$ cat src/rtl/cn_pkg.sv
package cn_pkg;
  // Message format: sign bit over a two's complement code with one fractional bit
  localparam int MSG_W   = 4;
  localparam int MAG_W   = MSG_W - 1;
  localparam int MAG_MAX = (1 << MAG_W) - 1;

  typedef logic [MAG_W-1:0] mag_t;

  // Quantized phi(x) = ln((e^x+1)/(e^x-1)), x = m/2, output in halves, rounded,
  // saturated at MAG_MAX; m = 0 maps to MAG_MAX.
  function automatic mag_t phi_code(input mag_t m);
    mag_t r;
    case (m)
      3'd0:    r = 3'd7;
      3'd1:    r = 3'd3;
      3'd2:    r = 3'd2;
      3'd3:    r = 3'd1;
      3'd4:    r = 3'd1;
      default: r = 3'd0;
    endcase
    return r;
  endfunction
endpackage

$ cat src/rtl/cn_mag_unit.sv
module cn_mag_unit
  import cn_pkg::*;
(
  input  logic [MSG_W-1:0] msg,
  output logic             sgn,
  output mag_t             phi
);
  logic [MSG_W-1:0] absval;
  mag_t             mag;

  always_comb begin
    sgn    = msg[MSG_W-1];
    absval = sgn ? (~msg + 1'b1) : msg;
    // the most negative code has no positive twin: clip it
    if (absval > MSG_W'(MAG_MAX)) mag = mag_t'(MAG_MAX);
    else                          mag = absval[MAG_W-1:0];
    phi = phi_code(mag);
  end
endmodule

$ cat src/rtl/cn_extrinsic.sv
module cn_extrinsic
  import cn_pkg::*;
#(
  parameter int DC = 6
) (
  input  mag_t phi_in  [DC],
  output mag_t mag_out [DC]
);
  localparam int SUM_W = $clog2(DC * MAG_MAX + 1);

  logic [SUM_W-1:0] total;

  always_comb begin
    total = '0;
    for (int k = 0; k < DC; k++) total = total + SUM_W'(phi_in[k]);
  end

  for (genvar k = 0; k < DC; k++) begin : g_edge
    logic [SUM_W-1:0] ext;
    mag_t             ext_clip;
    always_comb begin
      ext = total - SUM_W'(phi_in[k]);
      if (ext > SUM_W'(MAG_MAX)) ext_clip = mag_t'(MAG_MAX);
      else                       ext_clip = ext[MAG_W-1:0];
      mag_out[k] = phi_code(ext_clip);
    end
  end
endmodule

$ cat src/rtl/cn_sign_unit.sv
module cn_sign_unit #(
  parameter int DC = 6
) (
  input  logic [DC-1:0] sgn_in,
  output logic [DC-1:0] sgn_out
);
  logic par;
  assign par = ^sgn_in;

  for (genvar k = 0; k < DC; k++) begin : g_edge
    assign sgn_out[k] = par ^ sgn_in[k];
  end
endmodule

$ cat src/rtl/cn_node.sv
module cn_node
  import cn_pkg::*;
#(
  parameter int DC = 6
) (
  input  logic                clk,
  input  logic                rst_n,
  input  logic                in_valid,
  output logic                in_ready,
  input  logic [DC*MSG_W-1:0] in_msgs,
  output logic                out_valid,
  input  logic                out_ready,
  output logic [DC*MSG_W-1:0] out_msgs
);
  logic [DC*MSG_W-1:0] msg_q;
  logic                vld_q;
  logic                take;

  assign in_ready = !vld_q || out_ready;
  assign take     = in_valid && in_ready;

  always_ff @(posedge clk or negedge rst_n) begin
    if (!rst_n) begin
      vld_q <= 1'b0;
      msg_q <= '0;
    end else begin
      if (take) msg_q <= in_msgs;
      if (take)           vld_q <= 1'b1;
      else if (out_ready) vld_q <= 1'b0;
    end
  end

  logic [DC-1:0] sgn_in, sgn_out;
  mag_t          phi_v [DC];
  mag_t          mag_v [DC];

  for (genvar k = 0; k < DC; k++) begin : g_front
    cn_mag_unit u_mag (
      .msg (msg_q[k*MSG_W +: MSG_W]),
      .sgn (sgn_in[k]),
      .phi (phi_v[k])
    );
  end

  cn_extrinsic #(.DC(DC)) u_ext (
    .phi_in  (phi_v),
    .mag_out (mag_v)
  );

  cn_sign_unit #(.DC(DC)) u_sgn (
    .sgn_in  (sgn_in),
    .sgn_out (sgn_out)
  );

  for (genvar k = 0; k < DC; k++) begin : g_pack
    assign out_msgs[k*MSG_W +: MSG_W] = {sgn_out[k], mag_v[k]};
  end

  assign out_valid = vld_q;
endmodule

$ cat config.mk
export PLATFORM = sky130hd
export DESIGN_NAME = cn_node
export DESIGN_NICKNAME = d
export VERILOG_FILES = /design/src/rtl/cn_pkg.sv /design/src/rtl/cn_mag_unit.sv /design/src/rtl/cn_extrinsic.sv /design/src/rtl/cn_sign_unit.sv /design/src/rtl/cn_node.sv
export SDC_FILE = /design/constraint.sdc
export NUM_CORES = 1
export LEC_CHECK = 0
export BUFFER_PORTS_ARGS = -buffer_cell sky130_fd_sc_hd__buf_2
export CORE_MARGIN = 5
export CORE_UTILIZATION = 30
export DETAILED_ROUTE_END_ITERATION = 10
export GPL_ROUTABILITY_DRIVEN = 0
export PLACE_DENSITY = 0.44
export SLEW_MARGIN = 20
export SYNTH_ARGS = -nofsm -noshare
export SYNTH_HDL_FRONTEND = slang
export SYNTH_SLANG_ARGS = --single-unit
export TNS_END_PERCENT = 10
$ cat constraint.sdc
create_clock -name clk -period 19.9 [get_ports clk]
set_clock_uncertainty 0.05 [all_clocks]
set_input_delay 3.98 -clock clk [delete_from_list [all_inputs] [get_ports clk]]
set_output_delay 3.98 -clock clk [all_outputs]
set_load 0.02 [all_outputs]
Word-level counts from Yosys, hierarchy flattened
Cells that the tools add are included.

Bits in registers: 25. Latch bits: 0. Bits in writable memories: 0. ROM bits: 0. Bits of input ports: 28. Output and inout port bits: 26. Memories: 0.

Add/subtract/negate cells: 17. $mul: 0. Div/mod/pow operators: 0. Order comparisons: 12. Equality and inequality tests: 48. Shifts and indexed selects: 0. Muxes and demuxes: 32. Bitwise operators: 12. Reductions and logical operators: 29.

Operator list (number): 3-bit one-hot mux with 4 select lines (12); 3-bit by 2-bit equality test with 1-bit output, second input constant (24); 3-bit by 1-bit equality test with 1-bit output, second input constant (12); 3-bit equality test, second input constant (12); 6-bit by 3-bit greater-than comparator with 1-bit output, second input constant (6); 3-bit zero test (12); 3-bit two-way mux (12); 6-bit by 3-bit subtractor with 6-bit output (6); 4-bit by 1-bit adder with 4-bit output, second input constant (6); 6-bit by 3-bit adder with 6-bit output (4); 4-bit by 3-bit greater-than comparator with 1-bit output, second input constant (6); 4-bit two-way mux (6); 4-bit inverter (6); 2-bit OR reduction (12); 6-bit XOR reduction (1); 1-bit bitwise XOR (6); 3-bit by 3-bit adder with 4-bit output (1); 1-bit two-way mux (2); 2-bit nonzero test (1); 1-bit logical AND (1); 1-bit zero test (1); 1-bit logical OR (1).

Depth between registers and ports, before layout
Gate-level depths: netlist (run 1).

Depth in word-level cells: 19. Depth in mapped cells: 24.

Modules after synthesis
From an unflattened synthesis (run 1), not the netlist that was laid out.

Cell total of the unflattened synthesis: 354. Area total of the unflattened synthesis: 3467.1 um^2.

By module, submodules not included: cn_extrinsic (instances 1, cells each 170, area each 1410.1 um^2, seq. area each 0.0 um^2); cn_node (instances 1, cells each 54, area each 1043.5 um^2, seq. area each 625.6 um^2); cn_mag_unit (instances 6, cells each 20, area each 138.9 um^2, seq. area each 0.0 um^2); cn_sign_unit (instances 1, cells each 10, area each 180.2 um^2, seq. area each 0.0 um^2).

Worst setup path before layout (run 1)
OpenSTA, ideal clock, no wires.

Kind: reg-to-output. From: reg msg_q[1]. To: out out_msgs[1]. Arrival time: 5.829 ns. Setup slack: 10.041 ns. Stages on the path, launching flop included: 23. Buffers on the path: 1. Path through: dfrtp_1 clkbuf_2 inv_1 ha_1 and2b_1 a31oi_1 nor2_1 a31oi_1 or2_2 inv_1 ha_1 xnor2_1 fa_1 fa_1 inv_1 fa_1 inv_1 fa_1 ha_1 a211oi_1 o21ai_4 mux2i_4 a2111oi_2.

Longest elaborated chain between the ends: 19. Elaborated cells between the ends (all ways): 27. Those cells by class: add/sub: 7; order compare: 2; eq/ne: 8; mux: 5; bitwise: 1; reduce/logical: 4.

RTL lines: start, declared (line cn_node.sv:15) `logic [DC*MSG_W-1:0] msg_q;`; start signal, assigned (line cn_node.sv:27) `if (take) msg_q <= in_msgs;`; 4-bit inverter (line cn_mag_unit.sv:13) `absval = sgn ? (~msg + 1'b1) : msg;`; 4-bit by 1-bit adder with 4-bit output (line cn_mag_unit.sv:13); 4-bit two-way mux * (line cn_mag_unit.sv:13); 4-bit by 3-bit greater-than comparator with 1-bit output (line cn_mag_unit.sv:15) `if (absval > MSG_W'(MAG_MAX)) mag = mag_t'(MAG_MAX);`; 3-bit two-way mux * (line cn_mag_unit.sv:15); 3-bit by 2-bit equality test with 1-bit output or 3-bit equality test (tied branches) (line cn_pkg.sv:13) `case (m)`; 2-bit OR reduction (no source line); 3-bit one-hot mux with 4 select lines * (line cn_pkg.sv:13); 3-bit by 3-bit adder with 4-bit output (line cn_extrinsic.sv:15) `for (int k = 0; k < DC; k++) total = total + SUM_W'(phi_in[k]);`; 6-bit by 3-bit adder with 6-bit output (4 in series) (line cn_extrinsic.sv:15); 6-bit by 3-bit subtractor with 6-bit output * (line cn_extrinsic.sv:22) `ext = total - SUM_W'(phi_in[k]);`; 6-bit by 3-bit greater-than comparator with 1-bit output (line cn_extrinsic.sv:23) `if (ext > SUM_W'(MAG_MAX)) ext_clip = mag_t'(MAG_MAX);`; 3-bit two-way mux * (line cn_extrinsic.sv:23); 3-bit by 2-bit equality test with 1-bit output or 3-bit equality test (tied branches) (line cn_pkg.sv:13); 2-bit OR reduction (no source line); 3-bit one-hot mux with 4 select lines * (line cn_pkg.sv:13); end, declared (line cn_node.sv:13) `output logic [DC*MSG_W-1:0] out_msgs`.

Every way passes the cells marked *; elsewhere a longest branch is shown, timed or not.

Worst setup path after layout (run 1)
Same ends and word-level chain as after synthesis.

==> out/results.txt, run 1 <==
Setup crit start kind = flip-flop
Top FF cell, synth = dfrtp_1
Final ANT Viol Nets = 0
achievable frequency = 95.6 MHz
Post-synth ARST share = 100%
clock tree buffer depth = 2
Die W = 117 µm
post-CTS setup buffers = 0
DRT iter0 DRCs = 111
CP max stage cell = fa_1
Die Area = 0.0136 mm²
grt total ovfl = 0
largest net degree at the start of global routing = 26
post-synthesis compound-gate area fraction = 18.5%
Synth Warn # = 0
final hold vios = 0
CTS Buf Count = 3
multiplexer share of the synthesized area = 10.1%
Buf+Inv Stages, Crit Path = 4
Initial Utilization = 30.3%
row cnt = 39
RSZ-0062 raised after global routing = no
crit-path leading delay family = adder cells
hold-fix buffers at CTS = 0
final setup vio count = 0
Period Utilization, post-route = 52.6%
layout cell share with drive strength beyond 1 = 23.9%
Worst-path clk slew = 0.06 ns
CTS resizes = 0
DRC viols = 0
# diodes = 0
Root Driver = clkbuf_16
Die Span Y = 117 µm
clock latency on the worst-skew pair = 0.26 ns
post-synthesis xor/xnor area fraction = 7.36%
Port Buffer Count = 53
gr usage total = 11.9%
Max-slew headroom = 54.7%
DP HPWL = 6610 µm
# IOs = 54
Fin Setup TNS = 0 ns
Crit Path Class = flip-flop to primary output
status = finished, final reports clean
post-synthesis sequential area ratio = 18.3%
Synth Instances = 397
Data arrival, critical path = 6.43 ns
post-synthesis simple-gate area fraction = 17.1%
H-tree depth = 1
largest family of logic cells by synthesized area = adder cells
post-synth cell types = 56
Avg Synthesized Cell Area = 8.61 µm²
CTS tree = yes
routed vias/inst = 4.81
CP Capture Type = primary output
critical path cell sequence = inv_1 > ha_1 > and2b_1 > o22ai_2 > o21ai_4 > xnor2_1 > ha_1 > fa_1 > inv_1 > fa_1 > fa_1 > inv_1 > ha_1 > fa_1 > ha_1 > a211oi_1 > o21ai_4 > mux2i_4 > a2111oi_2 > buf_2
Hold/Removal Path Class = flip-flop to flip-flop
Core Util, Final = 34.3%
Vias = 2,799
Core ar. = 0.0113 mm²
Post-Synth Adder-Cell Area = 21.3%
FF+latch count, synth = 25
CP max FO = 8
DRT Pass-1 Iters = 6
nets = 517
WL final = 7870 µm
WL/cell = 13.5 µm
initial antenna violation count = 0
Max stage delay on crit path = 0.69 ns
vias in the first global route = 2,728
storage element area = 626 µm²
EDFF count, synth = 0
synthesized area = 0.00342 mm²
actual slew at the worst max-slew pin = 0.675 ns
first-pass GRT wire length = 13,200 µm
max_cap viols = 0
CTS Sinks = 25
Slew Viols, Final = 0
min Tclk post-route = 10.46 ns
Critical Path RT = 15.87 ns
Fillers = 1,167
Post-Syn Nets = 474
Area Growth Syn to Fin = 13.1%
area of the multi-input gates = 0.00254 mm²
-- worst reg2reg max path, cell delays in order (launching register included) --
cell,delay (ns)
dfrtp_1,0.36
nand2b_1,0.10
nand2_2,0.46
mux2_2,0.41
-- placed cells by master, fill, tap and decap left out, drive strengths merged, types with 6 or more instances in the layout --
cell / count
a31oi: 7
ha: 35
or2: 6
fa: 14
xor2: 7
inv: 46
o21ai: 14
nand2: 20
nand2b: 12
o21a: 8
dfrtp: 25
nor2b: 13
mux2: 26
a21oi: 30
nor2: 36
nor3: 12
xnor2: 20
buf: 53
-- per-stage QoR --
stage | area [µm²] | cells | hold slack (ns) | setup slack (ns)
global placement | 3780 | 578 | 0.473 | 9.81
floorplan | 3420 | 397 | 0.513 | 10.04
CTS | 3860 | 582 | 0.493 | 9.41
finish | 3870 | 582 | 0.517 | 9.44
global route | 3870 | 582 | 0.570 | 8.94
detailed placement | 3780 | 578 | 0.476 | 9.68
-- synth_stat cells, types with 11 or more instances --
master | instances | area [µm²]
nor2_1 | 35 | 131
nor2b_1 | 13 | 81.3
ha_1 | 35 | 438
xnor2_1 | 19 | 166
nor3_1 | 11 | 55.1
mux2_2 | 26 | 293
nand2b_1 | 12 | 75.1
inv_1 | 46 | 173
a21oi_1 | 29 | 145
nand2_1 | 19 | 71.3
fa_1 | 14 | 280
o21ai_0 | 11 | 55.1
dfrtp_1 | 25 | 626
-- metal layers --
metal / part of all wire [%] / GRT usage, % / vias up
met3: 4.5 / 1.50 / 2
li1: - / - / 1462
met1: 49 / 16.9 / 1273
met5: 0 / 0 / -
met2: 46 / 19.9 / 62
met4: 0.27 / 1.68 / 0
-- state kept, by name, indices dropped and copies added (netlist names) --
| register | cells |
|---|---|
| msg_q | 24 |
| out_valid | 1 |
-- kinds of logic (layout without fill, tap and decap cells) --
kind of cell               count (synthesis)  in the layout
adders and majority gates                 50             50
and+or+nand+nor                          114            114
muxes                                     30             30
xor gates and xnor gates                  27             27
DFF                                       25             25
AOI/OAI and AO/OA                         90             90
buffers and inverters                     61            103
-- layout make-up --
| cell class | count | area share (%) |
|---|---|---|
| tap | 143 | 4.63 |
| sequential | 25 | 16.2 |
| clock inverter | 1 | 0.129 |
| multi-input combinational | 311 | 65.8 |
| clock buffer | 3 | 1.94 |
| inverter | 46 | 4.46 |
| timing repair buffer | 53 | 6.86 |
-- path summary, 6_finish.rpt --
path                       slack, ns           to  depth (start not counted)      start
min in group asynchronous       3.67     msg_q[3]                          1      rst_n
max in group asynchronous      15.75    msg_q[23]                          1      rst_n
max                             9.44  out_msgs[1]                         20   msg_q[1]
min                             0.52    out_valid                          2  out_valid
max reg2reg                    18.41     msg_q[1]                          3  out_valid
min reg2reg                     0.52    out_valid                          2  out_valid
Power of run 1 is not shown: default switching activity piles up to over one toggle a cycle in this logic, so the estimate is an artifact.
==> inputs of run 2 (changes only) <==
Settings changed: ABC_AREA set to 1.
Clock period 19.9 ns to 10.2 ns, I/O delays scaled along.
==> run 2 against run 1 <==
Critical path depth increased by 6. First-iteration DRC count shrank 31%. Die area fell by 12%.
==> out/results.txt, run 2 <==
status = finished, final reports clean
clock latency on the worst-skew pair = 0.26 ns
hold-fix buffers at CTS = 0
vias in the first global route = 2,610
Design Area, Final = 0.00343 mm²
post-synth top area share = 21.1%
Synth Warn # = 0
Setup crit start kind = flip-flop
final setup vio count = 0
Data arrival, critical path = 6.28 ns
commonest cells in the netlist = inv_1, nor2_1, nand2_1
Port Buffer Count = 53
CTS Sinks = 25
WL final = 6840 µm
Core ar. = 0.00968 mm²
Synth area leader = dfrtp_1
Worst-path clk slew = 0.09 ns
Period Utilization, post-route = 82.0%
storage element area = 626 µm²
commonest non-fill, non-tap cell in the layout = inv_1
clock tree buffer depth = 2
Vias = 2,625
Fillers = 1,058
post-synth cell types = 26
area of the multi-input gates = 0.00202 mm²
nets = 550
min Tclk post-route = 8.37 ns
DRC viols = 0
# diodes = 0
Initial Utilization = 30.6%
CP Capture Type = primary output
gr usage total = 12.4%
CTS Buf Count = 3
routed vias/inst = 4.34
DRT Pass-1 Iters = 4
Post-Syn Nets = 495
final hold vios = 0
CTS tree = yes
Crit Path Class = flip-flop to primary output
actual slew at the worst max-slew pin = 0.717 ns
Synth area leaders = dfrtp_1, ha_1, inv_1, fa_1, nor2_1
# IOs = 54
CP max FO = 6
layout cell share with drive strength beyond 1 = 14.0%
Area Growth Syn to Fin = 15.9%
Synth Instances = 418
Root Driver = clkbuf_8
Reg with most FFs = msg_q
largest net degree at the start of global routing = 46
CP max stage cell = fa_1
Critical Path RT = 8.11 ns
EDFF count, synth = 0
Avg Synthesized Cell Area = 7.09 µm²
post-synthesis sequential area ratio = 21.1%
area of placed instances = 0.00339 mm²
FF+latch count, synth = 25
post-CTS setup buffers = 0
WL/cell = 11.3 µm
Hold/Removal Path Class = flip-flop to flip-flop
RSZ-0062 raised after global routing = no
hold slack = 0.472 ns
flop2flop setup slack = 8.78 ns
Die Area = 0.0120 mm²
CTS resizes = 0
first-pass GRT wire length = 12,100 µm
DRT iter0 DRCs = 77
Final ANT Viol Nets = 0
synthesized area = 0.00296 mm²
grt total ovfl = 0
Die Span Y = 109 µm
achievable frequency = 120 MHz
most frequent cell after synthesis = inv_1
Die W = 109 µm
Max stage delay on crit path = 0.69 ns
most frequent cells in the layout = inv_1, nor2_1, nand2_1
row cnt = 36
Slew Viols, Final = 0
Post-synth ARST share = 100%
max_cap viols = 0
Largest register FFs = 24
Core Util, Final = 35.5%
Max-slew headroom = 52.2%
Top FF cell, synth = dfrtp_1
most used cell, CP = inv_1
H-tree depth = 1
Fin Setup TNS = 0 ns
initial antenna violation count = 0
DP HPWL = 5890 µm
-- run 2: logic make-up (layout without fill, tap and decap cells) --
| logic type | after synthesis | in the layout | share of synthesized area (%) |
|---|---|---|---|
| AO/OA/AOI/OAI | 62 | 62 | 12.0 |
| buffers and inverters | 85 | 139 | 10.8 |
| XOR/XNOR | 21 | 21 | 6.46 |
| multiplexers | 5 | 5 | 1.86 |
| flip-flops | 25 | 25 | 21.1 |
| AND/OR/NAND/NOR | 171 | 171 | 23.5 |
| adder cells (fa/ha/maj) | 49 | 49 | 24.2 |
-- run 2: per-stage QoR --
stage	setup slack, ns	cells
after CTS	1.78	605
final	1.83	605
after floorplan	2.50	418
after detailed placement	2.08	601
after global routing	1.23	605
after global placement	2.14	601
-- run 2: path summary, 6_finish.rpt --
check,startpoint,to,cells past startpoint
max in group asynchronous,rst_n,msg_q[22],1
setup reg to reg,out_valid,msg_q[14],4
min in group asynchronous,rst_n,msg_q[7],1
hold reg to reg,out_valid,out_valid,2
hold / removal,out_valid,out_valid,2
setup / recovery,msg_q[4],out_msgs[5],26
-- run 2: routing by layer --
metal  vias to the layer above  GRT usage, %  routed length (µm)
met5                         -             0                   0
met4                         0          2.49                  38
met3                         2          1.17                 258
met2                        44          19.9                2870
met1                      1152          18.0                3670
li1                       1427             -                   -
-- run 2: cell type report --
class | instances | share of cell area, %
inverters | 80 | 8.74
well taps | 133 | 4.85
clock buffers | 4 | 1.31
multi-input cells | 308 | 58.7
flip-flops and latches | 25 | 18.2
repair buffers | 55 | 8.16
-- run 2: worst max-delay path, delay by kind of cell (launching register included) --
| family | cells | cell delay, ns |
|---|---|---|
| adder cells (fa/ha/maj) | 8 | 3.33 |
| AO/OA/AOI/OAI | 6 | 1.19 |
| buffers and inverters | 7 | 0.62 |
| AND/OR/NAND/NOR | 5 | 0.55 |
| flip-flops | 1 | 0.33 |
Power of run 2 is left out for the same reason.
